**src/rtl/dmx_pkg.sv**
```systemverilog
package dmx_pkg;

    // Configuration byte layout
    localparam int CFG_EN_BIT   = 7;
    localparam int CFG_TRIG_BIT = 6;
    localparam int SRC_W        = 6;
    localparam int SRC_SPACE    = 1 << SRC_W;

    typedef enum logic [1:0] {
        SZ_BYTE = 2'd0,
        SZ_HALF = 2'd1,
        SZ_WORD = 2'd2
    } acc_size_e;

    typedef enum logic [1:0] {
        MODE_OFF,
        MODE_PASS,
        MODE_TRIG
    } chan_mode_e;

    typedef enum logic {
        ARM_IDLE,
        ARM_SET
    } arm_state_e;

    function automatic chan_mode_e cfg_mode(logic [7:0] c);
        if (!c[CFG_EN_BIT])        return MODE_OFF;
        else if (!c[CFG_TRIG_BIT]) return MODE_PASS;
        else                       return MODE_TRIG;
    endfunction

endpackage

```
**src/rtl/dmx_regif.sv**
```systemverilog
module dmx_regif
    import dmx_pkg::*;
#(
    parameter  int NUM_CH = 8,
    localparam int AW     = $clog2(NUM_CH)
) (
    input  logic                clk,
    input  logic                rst_n,
    input  logic                bus_valid,
    input  logic                bus_write,
    input  logic [1:0]          bus_size,
    input  logic [AW-1:0]       bus_addr,
    input  logic [31:0]         bus_wdata,
    output logic                rsp_valid_o,
    output logic                rsp_err_o,
    output logic [31:0]         rsp_rdata_o,
    output logic [NUM_CH*8-1:0] cfg_o
);

    logic          misal;
    logic [3:0]    be;
    logic [AW-3:0] widx;
    logic          wr_ok;
    logic [31:0]   rd_word;
    logic [AW-1:0] ridx;

    // Alignment check and byte-enable decode
    always_comb begin
        widx = bus_addr[AW-1:2];
        unique case (bus_size)
            SZ_BYTE: begin misal = 1'b0;           be = 4'b0001 << bus_addr[1:0];          end
            SZ_HALF: begin misal = bus_addr[0];    be = bus_addr[1] ? 4'b1100 : 4'b0011;   end
            SZ_WORD: begin misal = |bus_addr[1:0]; be = 4'b1111;                           end
            default: begin misal = 1'b1;           be = 4'b0000;                           end
        endcase
    end

    assign wr_ok = bus_valid && bus_write && !misal;

    // Lane j of a word holds channel 4*widx+j in bits [31-8j -: 8]
    always_comb begin
        rd_word = '0;
        ridx    = '0;
        for (int j = 0; j < 4; j++) begin
            ridx = {widx, 2'(j)};
            if (be[j]) rd_word[31-8*j -: 8] = cfg_o[ridx*8 +: 8];
        end
    end

    for (genvar c = 0; c < NUM_CH; c++) begin : g_cfg
        localparam int LANE = c % 4;
        localparam int WI   = c / 4;
        logic [7:0] q;
        always_ff @(posedge clk or negedge rst_n) begin
            if (!rst_n)
                q <= '0;
            else if (wr_ok && widx == (AW-2)'(WI) && be[LANE])
                q <= bus_wdata[31-8*LANE -: 8];
        end
        assign cfg_o[c*8 +: 8] = q;
    end

    always_ff @(posedge clk or negedge rst_n) begin
        if (!rst_n) begin
            rsp_valid_o <= 1'b0;
            rsp_err_o   <= 1'b0;
            rsp_rdata_o <= '0;
        end else begin
            rsp_valid_o <= bus_valid;
            rsp_err_o   <= bus_valid && misal;
            rsp_rdata_o <= (bus_valid && !bus_write && !misal) ? rd_word : '0;
        end
    end

    // an illegal write leaves all configuration untouched
    a_r4_misal_no_write: assert property (@(posedge clk) disable iff (!rst_n)
        (bus_valid && bus_write && misal) |=> $stable(cfg_o));

    // an error response is a valid response with zero data
    a_r4_err_zero: assert property (@(posedge clk) disable iff (!rst_n)
        rsp_err_o |-> (rsp_valid_o && rsp_rdata_o == '0));

    // one response per access, one cycle later
    a_r5_rsp_follows: assert property (@(posedge clk) disable iff (!rst_n)
        bus_valid |=> rsp_valid_o);
    a_r5_no_spurious_rsp: assert property (@(posedge clk) disable iff (!rst_n)
        !bus_valid |=> !rsp_valid_o);

    // configuration only moves on a bus access
    a_r5_idle_stable: assert property (@(posedge clk) disable iff (!rst_n)
        !bus_valid |=> $stable(cfg_o));

endmodule

```
**src/rtl/dmx_chan_gate.sv**
```systemverilog
module dmx_chan_gate
    import dmx_pkg::*;
#(
    parameter int NUM_SRC = 64
) (
    input  logic               clk,
    input  logic               rst_n,
    input  logic [7:0]         cfg_i,
    input  logic [NUM_SRC-1:0] src_req_i,
    input  logic               trig_i,
    input  logic               ack_i,
    output logic               req_o
);

    arm_state_e           state_q, state_d;
    chan_mode_e           mode;
    logic                 trig_q;
    logic                 trig_edge;
    logic                 sel_req;
    logic [SRC_SPACE-1:0] src_pad;

    assign mode = cfg_mode(cfg_i);

    always_comb begin
        src_pad              = '0;
        src_pad[NUM_SRC-1:0] = src_req_i;
    end

    assign sel_req   = src_pad[cfg_i[SRC_W-1:0]];
    assign trig_edge = trig_i && !trig_q;

    // State register
    always_ff @(posedge clk or negedge rst_n) begin
        if (!rst_n) begin
            state_q <= ARM_IDLE;
            trig_q  <= 1'b0;
        end else begin
            state_q <= state_d;
            trig_q  <= trig_i;
        end
    end

    // Transitions
    always_comb begin
        state_d = state_q;
        unique case (state_q)
            ARM_IDLE: if (mode == MODE_TRIG && trig_edge) state_d = ARM_SET;
            ARM_SET: begin
                if (mode != MODE_TRIG)      state_d = ARM_IDLE;
                else if (trig_edge)         state_d = ARM_SET;
                else if (req_o && ack_i)    state_d = ARM_IDLE;
            end
            default: state_d = ARM_IDLE;
        endcase
    end

    // Outputs
    always_comb begin
        unique case (mode)
            MODE_PASS: req_o = sel_req;
            MODE_TRIG: req_o = sel_req && (state_q == ARM_SET);
            default:   req_o = 1'b0;
        endcase
    end

    // leaving trigger mode drops the arm
    a_r9_off_disarms: assert property (@(posedge clk) disable iff (!rst_n)
        (mode != MODE_TRIG) |=> (state_q == ARM_IDLE));

    // acknowledged forward disarms
    a_r8_ack_disarms: assert property (@(posedge clk) disable iff (!rst_n)
        (state_q == ARM_SET && req_o && ack_i && !trig_edge) |=> (state_q == ARM_IDLE));

    // no edge, no arm
    a_r10_no_edge_idle: assert property (@(posedge clk) disable iff (!rst_n)
        (state_q == ARM_IDLE && !trig_edge) |=> (state_q == ARM_IDLE));

    // disabled channel never requests
    a_r6_off_quiet: assert property (@(posedge clk) disable iff (!rst_n)
        !cfg_i[CFG_EN_BIT] |-> !req_o);

endmodule

```
**src/rtl/dmx_req_mux.sv**
```systemverilog
module dmx_req_mux
    import dmx_pkg::*;
#(
    parameter  int NUM_CH  = 8,
    parameter  int NUM_SRC = 64,
    localparam int ADDR_W  = $clog2(NUM_CH)
) (
    input  logic               clk,
    input  logic               rst_n,
    input  logic               bus_valid,
    input  logic               bus_write,
    input  logic [1:0]         bus_size,
    input  logic [ADDR_W-1:0]  bus_addr,
    input  logic [31:0]        bus_wdata,
    output logic               rsp_valid,
    output logic               rsp_err,
    output logic [31:0]        rsp_rdata,
    input  logic [NUM_SRC-1:0] src_req,
    input  logic [NUM_CH-1:0]  chan_trig,
    input  logic [NUM_CH-1:0]  chan_ack,
    output logic [NUM_CH-1:0]  chan_req
);

    logic [NUM_CH*8-1:0] cfg_flat;

    dmx_regif #(.NUM_CH(NUM_CH)) i_regif (
        .clk         (clk),
        .rst_n       (rst_n),
        .bus_valid   (bus_valid),
        .bus_write   (bus_write),
        .bus_size    (bus_size),
        .bus_addr    (bus_addr),
        .bus_wdata   (bus_wdata),
        .rsp_valid_o (rsp_valid),
        .rsp_err_o   (rsp_err),
        .rsp_rdata_o (rsp_rdata),
        .cfg_o       (cfg_flat)
    );

    for (genvar c = 0; c < NUM_CH; c++) begin : g_chan
        dmx_chan_gate #(.NUM_SRC(NUM_SRC)) i_gate (
            .clk       (clk),
            .rst_n     (rst_n),
            .cfg_i     (cfg_flat[c*8 +: 8]),
            .src_req_i (src_req),
            .trig_i    (chan_trig[c]),
            .ack_i     (chan_ack[c]),
            .req_o     (chan_req[c])
        );
    end

endmodule

```
**config.mk**
```make
export PLATFORM = sky130hd
export DESIGN_NAME = dmx_req_mux
export DESIGN_NICKNAME = d
export VERILOG_FILES = /design/src/rtl/dmx_pkg.sv /design/src/rtl/dmx_regif.sv /design/src/rtl/dmx_chan_gate.sv /design/src/rtl/dmx_req_mux.sv
export SDC_FILE = /design/constraint.sdc
export NUM_CORES = 1
export LEC_CHECK = 0
export ABC_CLOCK_PERIOD_IN_PS = 2050
export CAP_MARGIN = 20
export CORE_MARGIN = 2
export CORE_UTILIZATION = 50
export CTS_BUF_LIST = sky130_fd_sc_hd__clkbuf_2
export DETAILED_ROUTE_END_ITERATION = 16
export PLACE_DENSITY = 0.82
export REMOVE_ABC_BUFFERS = 1
export SLEW_MARGIN = 10
export SYNTH_ARGS = -nofsm -noshare
export SYNTH_HDL_FRONTEND = slang
export SYNTH_HIERARCHICAL = 1
export SYNTH_SLANG_ARGS = --single-unit
```
**constraint.sdc**
```tcl
create_clock -name clk -period 2.05 [get_ports clk]
set_input_delay 0.41 -clock clk [delete_from_list [all_inputs] [get_ports clk]]
set_output_delay 0.41 -clock clk [all_outputs]
set_load 0.1 [all_outputs]
```
==> impl_metrics.ini <==
[outcome]
status = finished with violations
violations = negative setup slack

[floorplan]
die_x_um = 138.2
coreArea_mm2 = 0.01784
rows = 49
dieArea_mm2 = 0.01909
die_h_um = 138.2
io_pins = 163
initial_utilization_pct = 50.45

[sta]
finalHoldViolations = 0
fin_crit_sh_pct = 155.2
max_freq_mhz = 314.3
final-max-slew-violation-count = 0
hold_ws_ps = 115.1
min_period_ps = 3182
setup_slack_ps = -1132
tightest_slew_ps = 525.9
setup_viol = 9
fin_setup_tns_ps = -8765
fin_skew_ps = 28.51
rsz0062_at_grt = true
relSlewSlack_pct = 64.94

[synth]
synth.cell_area_mm2 = 0.009001
avgSynthCellArea_um2 = 12.91
ys_seq_elements = 114
yosys.area.top_type = dfrtp_1
syn_inst = 697
synthTopCellsByArea = dfrtp_1 32%, mux4_2 28%, mux2i_1 12%
ys_warn_count = 6
synth_top_cell_area_share_pct = 31.69
synth_cell_types = 35
ys_seq_area_share_pct = 31.69

[clock_tree]
h-tree-depth = 4
clockBufferDepth = 2
clk-insertion-delay-late_ps = 730
cts_inserted_buffers = 17
cts_tree = yes
root_buffer = clkbuf_2
cts.clk_slew.worst_paths_ps = 180
clock-sinks = 114

[min_path]
hold_depth = 1
hp-class = input pin to flop

[finish]
layout-drive-gt1-share_pct = 44.09
final_cell_mix = 118 x clkdlybuf4s50_1, 112 x mux4_2, 111 x buf_4, 108 x mux2i_1, 108 x dfrtp_1
final_nets = 1074
final_common_cell = clkdlybuf4s50_1
fin_util_pct = 69.19
area_growth_pct = 37.14

[routing]
routedWlPerCell_um = 25.37
drc = 0
vias_per_cell = 6.881
first_pass_iters = 7
drt_wl_total_mm = 30.30
dr_total_vias = 8216
drt_iter0_markers = 978
ant_nets = 0

[setup_path]
r2r-start = i_regif/g_cfg[5].q[1]
end_kind = output port
endpoint = chan_req[2]
critPathKind = flop to output port
cp.arrival_ps = 2770
r2r_slack_ps = -190
r2r_end = g_chan[5].i_gate/state_q
worstPathMaxFanout = 11
required_ps = 1640
worst-r2r-cell-count = 9
startpoint = i_regif/g_cfg[2].q[1]
start_kind = flop

[global_routing]
grt_antenna_before_repair = 1
grt.overflow.total = 0
grt_pass1_wl_mm = 46.90
grt_max_degree = 44
grt.total_usage_pct = 31.65
grt_pass1_vias = 8247

[power_and_ir_drop]
ir_drop_mv = 0.4691
power_mw = 11.43
p_leak_nw = 5.061
power_density_mw_per_mm2 = 926.2

[placed_design]
hpwlAfterDp_mm = 21.61
io_buffers = 162
gp_congestion = 0.9760
post-place-ws_ps = -871.7

[run]
drv_cap = 0
area by class of cell:
cell class / instances / area (um^2)
inverter: 17 / 63.81
antenna: 1 / 2.502
clock buffer: 21 / 105.1
tap: 229 / 286.5
clock inverter: 9 / 91.34
timing repair buffer: 279 / 2897
fill: 1226 / 5497
multi-input combinational: 524 / 6038
sequential: 114 / 2860
cell usage after synthesis:
cell       instances
buf_1             11
a21oi_1           13
nand3_1            9
o22ai_1           32
o21bai_1           1
mux2i_1          112
and3_1             1
inv_1             17
buf_2             18
nor3b_2            1
a22o_2             8
o21ai_0            3
nor4_2             1
mux4_2           112
nor2_1            57
clkbuf_1           5
o2bb2ai_1          1
nand2_1            7
and2_1             1
or3b_2             8
or3_4              1
a21o_1             1
o211ai_1          24
nor2b_1           26
xor2_1             1
or3_1              2
buf_6              8
nor3_1             1
a211oi_2           1
mux2_2            64
nand2b_1           2
a221oi_1          16
nand3b_1          16
dfrtp_1          114
nor3b_4            2
report_power, final:
| group | total, mW | internal, mW | switching (mW) |
|---|---|---|---|
| registers | 3.01 | 2.63 | 0.388 |
| logic | 7.02 | 3.62 | 3.40 |
| clock network | 1.40 | 0.546 | 0.858 |
| total | 11.4 | 6.79 | 4.64 |
cells by family (layout without fill, tap and decap cells):
kind of cell	Yosys count	count (layout)	share of synthesized area, %
compound gates	100	100	7.965
flops	114	114	31.69
other cells	0	1	0
buf+inv	59	326	3.378
simple gates	135	135	8.382
xor+xnor	1	1	0.09732
mux	288	288	48.48
flip-flops by register name (all words and copies together) (netlist names):
| name | count |
|---|---|
| i_regif/g_cfg.q | 64 |
| i_regif/rsp_err_o | 1 |
| g_chan.i_gate/state_q | 8 |
| i_regif/rsp_rdata_o | 32 |
| i_regif/rsp_valid_o | 1 |
| g_chan.i_gate/trig_q | 8 |
worst max-delay path, cell delays in order, from the launching register on:
cell and delay [ps]:
dfrtp_1 450, buf_12 170, mux2i_1 130, mux4_2 540
a221oi_2 300, a22o_2 270, buf_12 190
metrics by stage:
stage / instances / cell area, um^2
CTS: 1188 / 12190
global route: 1194 / 12340
global placement: 1150 / 11730
floorplan: 655 / 8761
finish: 1194 / 12340
detailed placement: 1150 / 11730
per-layer routing:
layer	GRT usage, %	vias to the layer above	routed length, um	share of wire [%]
li1	-	3342	-	-
met1	41.93	4046	11160	37
met2	49.61	652	14120	47
met3	7.932	176	3424	11
met4	14.61	0	1586	5.2
met5	0	-	0	0
worst min path at each step:
stage,startpoint,to
global placement,rst_n,i_regif/rsp_rdata_o[6]
detailed placement,rst_n,i_regif/rsp_rdata_o[6]
floorplan,rst_n,g_chan[0].i_gate/state_q
finish,chan_trig[4],g_chan[4].i_gate/trig_q
CTS,chan_trig[4],g_chan[4].i_gate/trig_q
global route,chan_trig[4],g_chan[4].i_gate/trig_q
repair_timing:
action / in CTS / in global routing
resized for setup: 42 / 16
setup buffers: 6 / 5
gates cloned: 1 / 1
pin swaps: 20 / 6
hold endpoints to repair: 107 / 0
setup endpoints to repair: 11 / 13
hold buffers: 1 / 0
(Power assumes the default switching activity.)
